==> config.mk <==
export PLATFORM = sky130hd
export DESIGN_NAME = bw_stat_collector
export DESIGN_NICKNAME = d
export VERILOG_FILES = /design/src/rtl/bwstat_pkg.sv /design/src/rtl/bwstat_match.sv /design/src/rtl/bwstat_accum.sv /design/src/rtl/bwstat_stamp.sv /design/src/rtl/bw_stat_collector.sv
export SDC_FILE = /design/constraint.sdc
export NUM_CORES = 1
export LEC_CHECK = 0
export BUFFER_PORTS_ARGS = -buffer_cell sky130_fd_sc_hd__buf_4
export CAP_MARGIN = 20
export CORE_MARGIN = 4
export CORE_UTILIZATION = 55
export CTS_BUF_LIST = sky130_fd_sc_hd__clkbuf_16
export DETAILED_ROUTE_END_ITERATION = 10
export HOLD_SLACK_MARGIN = 0.02
export PLACE_DENSITY = 0.74
export SLEW_MARGIN = 10
export SYNTH_ARGS = -nofsm -noshare
export SYNTH_HDL_FRONTEND = slang
export SYNTH_HIERARCHICAL = 1
export SYNTH_SLANG_ARGS = --single-unit
export TNS_END_PERCENT = 20
==> constraint.sdc <==
create_clock -name clk -period 8.6 [get_ports clk]
set_clock_uncertainty 0.05 [all_clocks]
set_input_delay 1.72 -clock clk [delete_from_list [all_inputs] [get_ports clk]]
set_output_delay 1.72 -clock clk [all_outputs]
set_load 0.005 [all_outputs]
==> src/rtl/bwstat_pkg.sv <==
package bwstat_pkg;
  localparam int REG_W  = 32;
  localparam int ADDR_W = 5;

  typedef enum logic [1:0] {
    TF_RD   = 2'd0,
    TF_WR   = 2'd1,
    TF_ANY  = 2'd2,
    TF_ANY2 = 2'd3
  } tfilt_e;

  localparam logic [ADDR_W-1:0] A_CTRL = 5'd0;
  localparam logic [ADDR_W-1:0] A_TIME = 5'd1;
  localparam logic [ADDR_W-1:0] A_SAT  = 5'd2;
  localparam logic [1:0]        PG_CFG = 2'b01;
  localparam logic [1:0]        PG_CNT = 2'b10;
endpackage

==> src/rtl/bwstat_match.sv <==
module bwstat_match
  import bwstat_pkg::*;
#(
  parameter int ID_W     = 4,
  parameter int BYTES_W  = 8,
  parameter bit FILTERED = 1'b1,
  localparam int CFG_W   = 4 + ID_W
) (
  input  logic [CFG_W-1:0]     cfg,
  input  logic [1:0]           prb_valid,
  input  logic [1:0]           prb_write,
  input  logic [2*ID_W-1:0]    prb_init,
  input  logic [2*BYTES_W-1:0] prb_bytes,
  output logic                 hit,
  output logic [BYTES_W-1:0]   bytes
);
  logic              sel;
  logic              ev_v, ev_w, type_ok, id_ok;
  logic [ID_W-1:0]   ev_id;
  tfilt_e            tf;

  always_comb begin
    sel     = cfg[0];
    tf      = tfilt_e'(cfg[2:1]);
    ev_v    = prb_valid[sel];
    ev_w    = prb_write[sel];
    ev_id   = prb_init[sel*ID_W +: ID_W];
    bytes   = prb_bytes[sel*BYTES_W +: BYTES_W];
    case (tf)
      TF_RD:   type_ok = !ev_w;
      TF_WR:   type_ok = ev_w;
      default: type_ok = 1'b1;
    endcase
    id_ok   = cfg[3] || (ev_id == cfg[4 +: ID_W]);
    hit     = ev_v && (FILTERED ? (type_ok && id_ok) : 1'b1);
  end
endmodule

==> src/rtl/bwstat_accum.sv <==
module bwstat_accum #(
  parameter int CNT_W   = 32,
  parameter int BYTES_W = 8
) (
  input  logic               clk,
  input  logic               rst_n,
  input  logic               clr,
  input  logic               run,
  input  logic               hit,
  input  logic [BYTES_W-1:0] bytes,
  output logic [CNT_W-1:0]   cnt_q,
  output logic               sat_q
);
  logic [CNT_W:0]   sum;
  logic [CNT_W-1:0] cnt_d;
  logic             sat_d;

  always_comb begin
    sum   = {1'b0, cnt_q} + (CNT_W+1)'(bytes);
    cnt_d = cnt_q;
    if (clr)
      cnt_d = '0;
    else if (run && hit)
      cnt_d = sum[CNT_W] ? '1 : sum[CNT_W-1:0];
    sat_d = (cnt_d == '1) || (sat_q && !clr);
  end

  always_ff @(posedge clk or negedge rst_n) begin
    if (!rst_n) begin
      cnt_q <= '0;
      sat_q <= 1'b0;
    end else begin
      cnt_q <= cnt_d;
      sat_q <= sat_d;
    end
  end

  p_clear_r7: assert property (@(posedge clk) disable iff (!rst_n)
    clr |=> (cnt_q == '0) && !sat_q);
  p_freeze_r6: assert property (@(posedge clk) disable iff (!rst_n)
    (!run && !clr) |=> $stable(cnt_q) && $stable(sat_q));
  p_no_wrap_r5: assert property (@(posedge clk) disable iff (!rst_n)
    !clr |=> cnt_q >= $past(cnt_q));
  p_sat_hold_r5: assert property (@(posedge clk) disable iff (!rst_n)
    (cnt_q == '1 && !clr) |=> cnt_q == '1);
  p_sat_sticky_r5: assert property (@(posedge clk) disable iff (!rst_n)
    (sat_q && !clr) |=> sat_q);
endmodule

==> src/rtl/bwstat_stamp.sv <==
module bwstat_stamp #(
  parameter int TS_DIV = 3815,
  parameter int TS_W   = 32,
  localparam int DIV_W = $clog2(TS_DIV)
) (
  input  logic            clk,
  input  logic            rst_n,
  output logic [TS_W-1:0] ts_q
);
  logic [DIV_W-1:0] div_q, div_d;
  logic [TS_W-1:0]  ts_d;
  logic             tick;

  always_comb begin
    tick  = (div_q == DIV_W'(TS_DIV - 1));
    div_d = tick ? '0 : div_q + 1'b1;
    ts_d  = tick ? ts_q + 1'b1 : ts_q;
  end

  always_ff @(posedge clk or negedge rst_n) begin
    if (!rst_n) begin
      div_q <= '0;
      ts_q  <= '0;
    end else begin
      div_q <= div_d;
      ts_q  <= ts_d;
    end
  end

  p_ts_step_r9: assert property (@(posedge clk) disable iff (!rst_n)
    1'b1 |=> (ts_q == $past(ts_q)) || (ts_q == $past(ts_q) + 1'b1));
  p_ts_tick_r9: assert property (@(posedge clk) disable iff (!rst_n)
    tick |=> ts_q != $past(ts_q));
endmodule

==> src/rtl/bw_stat_collector.sv <==
module bw_stat_collector
  import bwstat_pkg::*;
#(
  parameter int NUM_CNT  = 8,
  parameter int NUM_FILT = 6,
  parameter int CNT_W    = 32,
  parameter int ID_W     = 4,
  parameter int BYTES_W  = 8,
  parameter int TS_DIV   = 3815,
  parameter int TS_W     = 32,
  localparam int CFG_W   = 4 + ID_W
) (
  input  logic                 clk,
  input  logic                 rst_n,
  input  logic [1:0]           prb_valid,
  input  logic [1:0]           prb_write,
  input  logic [2*ID_W-1:0]    prb_init,
  input  logic [2*BYTES_W-1:0] prb_bytes,
  input  logic                 reg_wr,
  input  logic                 reg_rd,
  input  logic [4:0]           reg_addr,
  input  logic [31:0]          reg_wdata,
  output logic [31:0]          reg_rdata
);
  logic                   en_q, en_d, clr, wr_ctrl;
  logic [CFG_W-1:0]       cfg_q [NUM_CNT];
  logic [CFG_W-1:0]       cfg_d [NUM_CNT];
  logic [CNT_W-1:0]       cnt_arr [NUM_CNT];
  logic [NUM_CNT-1:0]     sat_vec;
  logic [TS_W-1:0]        ts;
  logic [2:0]             idx;
  logic                   unused_wbits;

  assign unused_wbits = ^reg_wdata[31:CFG_W];
  assign idx          = reg_addr[2:0];

  // control and config next state
  always_comb begin
    wr_ctrl = reg_wr && (reg_addr == A_CTRL);
    en_d    = wr_ctrl ? reg_wdata[0] : en_q;
    clr     = wr_ctrl && reg_wdata[0] && !en_q;
    for (int i = 0; i < NUM_CNT; i++) begin
      cfg_d[i] = cfg_q[i];
      if (reg_wr && reg_addr[4:3] == PG_CFG && int'(idx) == i)
        cfg_d[i] = reg_wdata[CFG_W-1:0];
    end
  end

  always_ff @(posedge clk or negedge rst_n) begin
    if (!rst_n) begin
      en_q <= 1'b0;
      for (int i = 0; i < NUM_CNT; i++) cfg_q[i] <= '0;
    end else begin
      en_q <= en_d;
      for (int i = 0; i < NUM_CNT; i++) cfg_q[i] <= cfg_d[i];
    end
  end

  for (genvar g = 0; g < NUM_CNT; g++) begin : g_cnt
    logic               hit;
    logic [BYTES_W-1:0] bytes;

    bwstat_match #(
      .ID_W(ID_W), .BYTES_W(BYTES_W), .FILTERED(g < NUM_FILT)
    ) u_match (
      .cfg(cfg_q[g]), .prb_valid(prb_valid), .prb_write(prb_write),
      .prb_init(prb_init), .prb_bytes(prb_bytes),
      .hit(hit), .bytes(bytes)
    );

    bwstat_accum #(.CNT_W(CNT_W), .BYTES_W(BYTES_W)) u_accum (
      .clk(clk), .rst_n(rst_n), .clr(clr), .run(en_q),
      .hit(hit), .bytes(bytes),
      .cnt_q(cnt_arr[g]), .sat_q(sat_vec[g])
    );
  end

  bwstat_stamp #(.TS_DIV(TS_DIV), .TS_W(TS_W)) u_stamp (
    .clk(clk), .rst_n(rst_n), .ts_q(ts)
  );

  // combinational read mux
  always_comb begin
    reg_rdata = '0;
    if (reg_rd) begin
      if (reg_addr == A_CTRL)
        reg_rdata[0] = en_q;
      else if (reg_addr == A_TIME)
        reg_rdata[TS_W-1:0] = ts;
      else if (reg_addr == A_SAT)
        reg_rdata[NUM_CNT-1:0] = sat_vec;
      else if (reg_addr[4:3] == PG_CFG && int'(idx) < NUM_CNT)
        reg_rdata[CFG_W-1:0] = cfg_q[idx];
      else if (reg_addr[4:3] == PG_CNT && int'(idx) < NUM_CNT)
        reg_rdata[CNT_W-1:0] = cnt_arr[idx];
    end
  end

  p_restart_r7: assert property (@(posedge clk) disable iff (!rst_n)
    clr |=> en_q && (sat_vec == '0));
  p_idle_freeze_r6: assert property (@(posedge clk) disable iff (!rst_n)
    (!en_q && !wr_ctrl) |=> $stable(sat_vec));
endmodule

==> results of run 1 <==
[power breakdown]
part	switching, µW	internal, µW
sequential	382	2000
clock	775	1060
combinational	1350	979
total	2510	4040
[worst min path at each step]
stage	depth (start not counted)	slack, ns	startpoint	endpoint
global route	1	0.46	u_stamp/ts_q[31]	u_stamp/ts_q[31]
global placement	1	0.42	u_stamp/ts_q[31]	u_stamp/ts_q[31]
finish	1	0.43	u_stamp/ts_q[31]	u_stamp/ts_q[31]
CTS	1	0.43	u_stamp/ts_q[31]	u_stamp/ts_q[31]
detailed placement	1	0.42	u_stamp/ts_q[31]	u_stamp/ts_q[31]
floorplan	1	0.40	u_stamp/ts_q[31]	u_stamp/ts_q[31]
[final cells by class]
cell class / count / area [µm²]
Inverter: 36 / 135
Clock buffer: 45 / 1130
Timing Repair Buffer: 87 / 686
Clock inverter: 33 / 254
Antenna cell: 2 / 5.00
Fill cell: 4153 / 19700
Sequential cell: 373 / 9330
Multi-Input combinational cell: 2226 / 16700
Tap cell: 664 / 831
[per-stage QoR]
stage,setup WS (ns),util,total power [µW],area [µm²]
6_report,2.59,0.596,6550,29000
5_1_grt,2.39,0.596,6890,29000
4_1_cts,2.57,0.596,6500,29000
3_5_place_dp,2.58,0.567,4650,27700
3_3_place_gp,2.57,0.567,4580,27700
2_1_floorplan,3.31,-,4040,27100
[layer usage]
layer / global-route usage / part of all wire / up-vias
li1: - / - / 10400
met1: 0.478 / 0.43 / 11600
met2: 0.473 / 0.43 / 1308
met3: 0.0553 / 0.099 / 203
met4: 0.120 / 0.043 / 0
met5: 0 / 0 / -
[logic make-up after synthesis]
family          Yosys count  synth area share
xor+xnor                238            0.0770
compound gates          534             0.128
flops                   373             0.345
mux                     304             0.155
buf+inv                 176            0.0394
fa+ha+maj                75            0.0369
simple gates           1075             0.218
[synthesized netlist by cell type, drive strengths merged (8+ instances only)]
master / instances / area, µm²
nand3: 134 / 723
a21oi: 167 / 836
xor2: 124 / 1090
nand3b: 11 / 86.3
or3: 27 / 184
or2: 10 / 65.1
o211ai: 41 / 318
ha: 67 / 838
mux2i: 99 / 991
nor4: 23 / 279
or4: 10 / 75.1
buf: 81 / 666
clkbuf: 58 / 258
xnor2: 114 / 998
and2: 45 / 284
and3: 65 / 410
nor2: 280 / 1060
and4: 35 / 310
o21ai: 116 / 584
a211oi: 73 / 578
fa: 8 / 160
nor3: 97 / 566
dfrtp: 373 / 9330
mux2: 133 / 1600
nand4: 106 / 728
inv: 36 / 135
nand4b: 13 / 120
o2111ai: 9 / 78.8
nand2: 177 / 664
o22ai: 13 / 87.6
nor4b: 8 / 85.1
a31oi: 30 / 188
a21o: 11 / 85.1
nor2b: 14 / 87.6
mux4: 72 / 1620
[critical path: cells and delay by family]
family	cells	cell delay, ns
buffers and inverters	3	1.32
multiplexers	1	0.57
AO/OA/AOI/OAI	2	0.56
[registers in the layout (all words and copies together), names as in the netlist]
register	flops
u_stamp/ts_q	32
g_cnt.u_accum/sat_q	8
u_stamp/div_q	12
g_cnt.u_accum/cnt_q	256
cfg_q	64
en_q	1
[cell usage in the layout, fill, tap and decap left out, types with 9 or more instances in the layout]
master     instances
nor2b_1           14
nor4_1            14
o21ai_1           16
nor3_2            16
nand3b_1          10
mux2i_1           99
nor3_1            81
dfrtp_1          373
o22ai_1           12
xnor2_1          114
and4_1            32
mux4_2            72
o211ai_1          39
nand3_1          128
o21ai_0           99
ha_1              67
a21oi_1          167
clkinv_1          12
nor4_4             9
xor2_1           124
clkinv_2           9
clkbuf_16         45
nand4_1           97
buf_4             84
mux2_2           107
nand4b_1          12
or3_1             24
and2_1            42
o2111ai_1          9
a31oi_1           30
nor2_1           276
a21o_1             9
and3_1            62
nand2_1          177
or4_1             10
inv_1             41
mux2_4            26
a211oi_1          66
==> results.ini, run 1 <==
[critical_path]
end_kind=output pin
r2r_setup_slack_ns=3.81
reg2reg_depth=10
crit_fanout=46
worst-setup-path-type=in2out
cp_common_cell=buf_4
slowest_stage=mux4_2
critPathLaunchType=input pin
worstPathRequired_ns=6.83
cp_cell_sequence=buf_4 -> buf_4 -> mux4_2 -> a22oi_1 -> a31oi_1 -> buf_4
crit_path_max_incr_delay_ns=0.57
reg2reg_from=cfg_q[32]
crit-reg2reg-capture=g_cnt[3].u_accum/sat_q
worstPathArrival_ns=4.24
cp-startpoint=reg_addr[0]
endpoint=reg_rdata[5]

[clocking]
cts_tree=built
insertion_delay_ns=0.58
cts_sinks=373
clk_path_buf_depth=3
root_buffer=clkbuf_16
clkSlewWorstSetupHoldPaths_ns=0.06
numCtsBuffers=44
cts.hold.buffers_added=0
post-cts-setup-buffer-count=0
cts.repair.resized=0
cts.htree.levels=2

[final_layout]
fin_cells=3466
drive_gt1_frac=0.161
fin_nets=2912
syn2layout_area_growth_pct=7.31

[sta]
worst_slew_pin_slew_ns=1.11
rsz0062_at_grt=false
min_period_ns=6.01
min_period_over_period=0.699
relSlewSlack=0.259
finalHoldViolCount=0
timing.final.max_slew_violations=0
timing.fmax_ghz=0.166
setup_viol=0
hold-worst-slack_ns=0.430
tns_ns=0

[power]
power.density_nw_per_um2=225
p_leak_uw=0.0119
peakVddDrop_mv=0.165

[job]
drv_cap=0

[logic_synthesis]
ys.flop_type=dfrtp_1
syn_area_um2=27100
synth_fp_nets=2919
synth_area_per_cell_um2=9.75
synth-edff-count=0
ys_seq_elements=373
seq_area_frac_synth=0.345
synth_cells=2775
yosys.cell_types.count=101
ys_warn_count=6
async_flop_share=1.00

[floorplanning]
dieHeight_um=230
dieArea_um2=52800
io_pins=101
start_util=0.555
coreArea_um2=48700
die_x_um=230
rows=81

[min_path]
holdCritPathClass=reg2reg

[placed_design]
dp_hpwl_um=63800
gp_congestion=1.00
dp_cells=3386
io_buffer_count=76

[outcome]
status=completed

[grt]
grt_antenna_before_repair=1
grt_max_degree=165
gr-total-overflow=0
grt_pass1_vias=22300
grt_pass1_wl_um=133000
grt_usage=0.321

[routing]
wl_um=86800
ant_nets=0
dr.pass1.iters=7
dr.first_iter.drc_count=2782
wl_per_cell_um=25.1
vias=23500
drc=0
vias_per_cell=6.79

(Power assumes the default switching activity.)
==> run 2, diff against run 1 <==
clock period = 5.7 ns   (was 8.6 ns; I/O delays follow)
==> run 2 against run 1 <==
  * Design area is 0.19% higher
  * Utilization is 0.11 points higher
  * Sequential cell count stayed put
  * Combinational power is 53% higher
  * Register-to-register slack worse by 2.8 ns
  * Setup slack worse by 1.7 ns
  * Die area stayed put
  * Critical path type unchanged
  * Sequential power is 50% higher
  * First-iteration DRC count is 11% higher
  * Via count is 0.34% higher
  * Power is 50% higher
==> results.ini, run 2 (synthesis results as in run 1) <==
[critical_path]
cp_cell_sequence=buf_4 -> or3_1 -> nor4b_4 -> buf_4 -> nand2_1 -> o21ai_1 -> buf_4
slowest_stage=nor4b_4
cp_top_family=simple AND/OR/NAND/NOR gates
crit_path_max_incr_delay_ns=0.79  ; +0.22 ns
reg2reg_from=cfg_q[32]
crit-reg2reg-capture=g_cnt[3].u_accum/sat_q
worstPathArrival_ns=3.65  ; -0.59 ns
crit_fanout=41  ; -11%
worst-setup-path-type=in2out
cp_common_cell=buf_4
reg2reg_depth=12  ; +2
crit_buf_inv=3  ; unchanged
worstPathRequired_ns=4.51  ; -2.32 ns
end_kind=output pin
cp_num_cells=7  ; +1
critPathLaunchType=input pin
r2r_setup_slack_ns=0.97  ; -2.84 ns

[floorplanning]
dieArea_um2=52800  ; unchanged
start_util=0.555  ; unchanged
dieHeight_um=230  ; unchanged
io_pins=101  ; unchanged
die_x_um=230  ; unchanged
rows=81  ; unchanged
coreArea_um2=48700  ; unchanged

[min_path]
min_path_cells=1  ; unchanged
min_from=u_stamp/ts_q[31]
holdCritPathClass=reg2reg
min_to=u_stamp/ts_q[31]

[clocking]
cts.htree.levels=2  ; unchanged
post-cts-setup-buffer-count=0  ; unchanged
clk_path_buf_depth=3  ; unchanged
cts.hold.buffers_added=0  ; unchanged
cts_tree=built
root_buffer=clkbuf_16
cts.repair.resized=0  ; unchanged
numCtsBuffers=44  ; unchanged
clkSlewWorstSetupHoldPaths_ns=0.06  ; about the same
insertion_delay_ns=0.60  ; +0.02 ns
cts_sinks=373  ; unchanged

[grt]
grt.busiest_layer=met2
grt_antenna_before_repair=3  ; +2
met1_usage=0.472  ; -0.00557
grt_usage=0.323  ; +0.00168
grt_max_degree=144  ; -13%
gr-total-overflow=0  ; unchanged
grt_pass1_vias=22100  ; -0.59%
use_met2=0.479  ; +0.00541
met3_usage=0.0610  ; +0.00570
grt_pass1_wl_um=134000  ; +0.45%

[outcome]
status=completed

[sta]
finalHoldViolCount=0  ; unchanged
min_period_ns=4.84
hold-worst-slack_ns=0.428  ; -0.00257 ns
rsz0062_at_grt=false
relSlewSlack=0.353  ; +0.0946
timing.final.max_slew_violations=0  ; unchanged
worst_slew_pin_slew_ns=0.970  ; -0.140 ns
min_period_over_period=0.850
setup_viol=0  ; unchanged
setup_ws_ns=0.856  ; -1.73 ns
tns_ns=0  ; unchanged
timing.fmax_ghz=0.206

[power]
peakVddDrop_mv=0.286  ; +73%
power.density_nw_per_um2=337  ; +49%
p_leak_uw=0.0119  ; +0.17%

[final_layout]
reg_top3=g_cnt.u_accum/cnt_q x256, cfg_q x64, u_stamp/ts_q x32
final_common_cell=dfrtp_1
final_cell_mix=dfrtp_1 (373), nor2_1 (276), nand2_1 (177), a21oi_1 (167), nand3_1 (128)
syn2layout_area_growth_pct=7.52
drive_gt1_frac=0.164  ; +0.00293
fill_cells=4113  ; -0.96%
largest_reg_flops=256  ; unchanged
fin_nets=2925  ; +0.45%
final_core_util=0.597  ; +0.00113
regMostFlops=g_cnt.u_accum/cnt_q

[job]
drv_cap=0  ; unchanged

[routing]
ant_nets=0  ; unchanged
dr.pass1.iters=6  ; -1
wl_um=87500  ; +0.81%
wl_per_cell_um=25.2  ; +0.49%
drc=0  ; unchanged
vias_per_cell=6.79  ; about the same
dr.first_iter.drc_count=3080  ; +11%
vias=23600  ; +0.34%

[placed_design]
pre_cts_ws_ns=0.831  ; -1.75 ns
io_buffer_count=76  ; unchanged
gp_congestion=1.00  ; +0.11%
dp_hpwl_um=65100  ; +2.0%

[run 2: cell types whose count changed in the layout (fill, tap and decap cells not counted)]
cell	delta
clkinv_1	+1
clkinv_2	-6
clkinv_4	+3
clkinvlp_4	+3
buf_4	+11
bufinv_16	-3
buf_12	+2
[run 2: metrics by stage]
step	total power (µW)	std cells	instance area, µm²
final	9810	3477	29100
after global placement	6920	3399	27800
after floorplan	6090	2775	27100
after detailed placement	7030	3399	27800
after CTS	9730	3475	29100
after global routing	10300	3475	29100
[run 2: area by class of cell]
cell class	instances	area, µm²	share of cell area
tap	664	831	0.0285
antenna	2	5.00	0.000172
multi-input combinational	2226	16700	0.573
sequential	373	9330	0.321
timing repair buffer	100	808	0.0278
clock inverter	31	186	0.00641
clock buffer	45	1130	0.0387
inverter	36	135	0.00464
[run 2: worst max-delay path by stage]
stage	start	end	slack, ns
2_1_floorplan	reg_addr[0]	g_cnt[3].u_accum/cnt_q[1]	0.99
3_3_place_gp	prb_init[7]	g_cnt[3].u_accum/sat_q	0.89
6_report	reg_addr[2]	reg_rdata[9]	0.86
3_5_place_dp	prb_init[7]	g_cnt[3].u_accum/sat_q	0.83
4_1_cts	reg_addr[2]	reg_rdata[9]	0.92
5_1_grt	reg_addr[0]	reg_rdata[11]	0.77
[run 2: metal layers]
layer  vias to the layer above  part of all wire
met2                      1384              0.43
met1                     11600              0.42
met3                       218              0.10
met5                         -           0.00016
met4                         2             0.044
li1                      10400                 -
[run 2: power by group]
| part | switching, µW | leakage, µW | internal, µW |
|---|---|---|---|
| Sequential | 552 | 0.00496 | 3010 |
| Combinational | 2070 | 0.00627 | 1500 |
| Clock | 1210 | 0.000649 | 1470 |
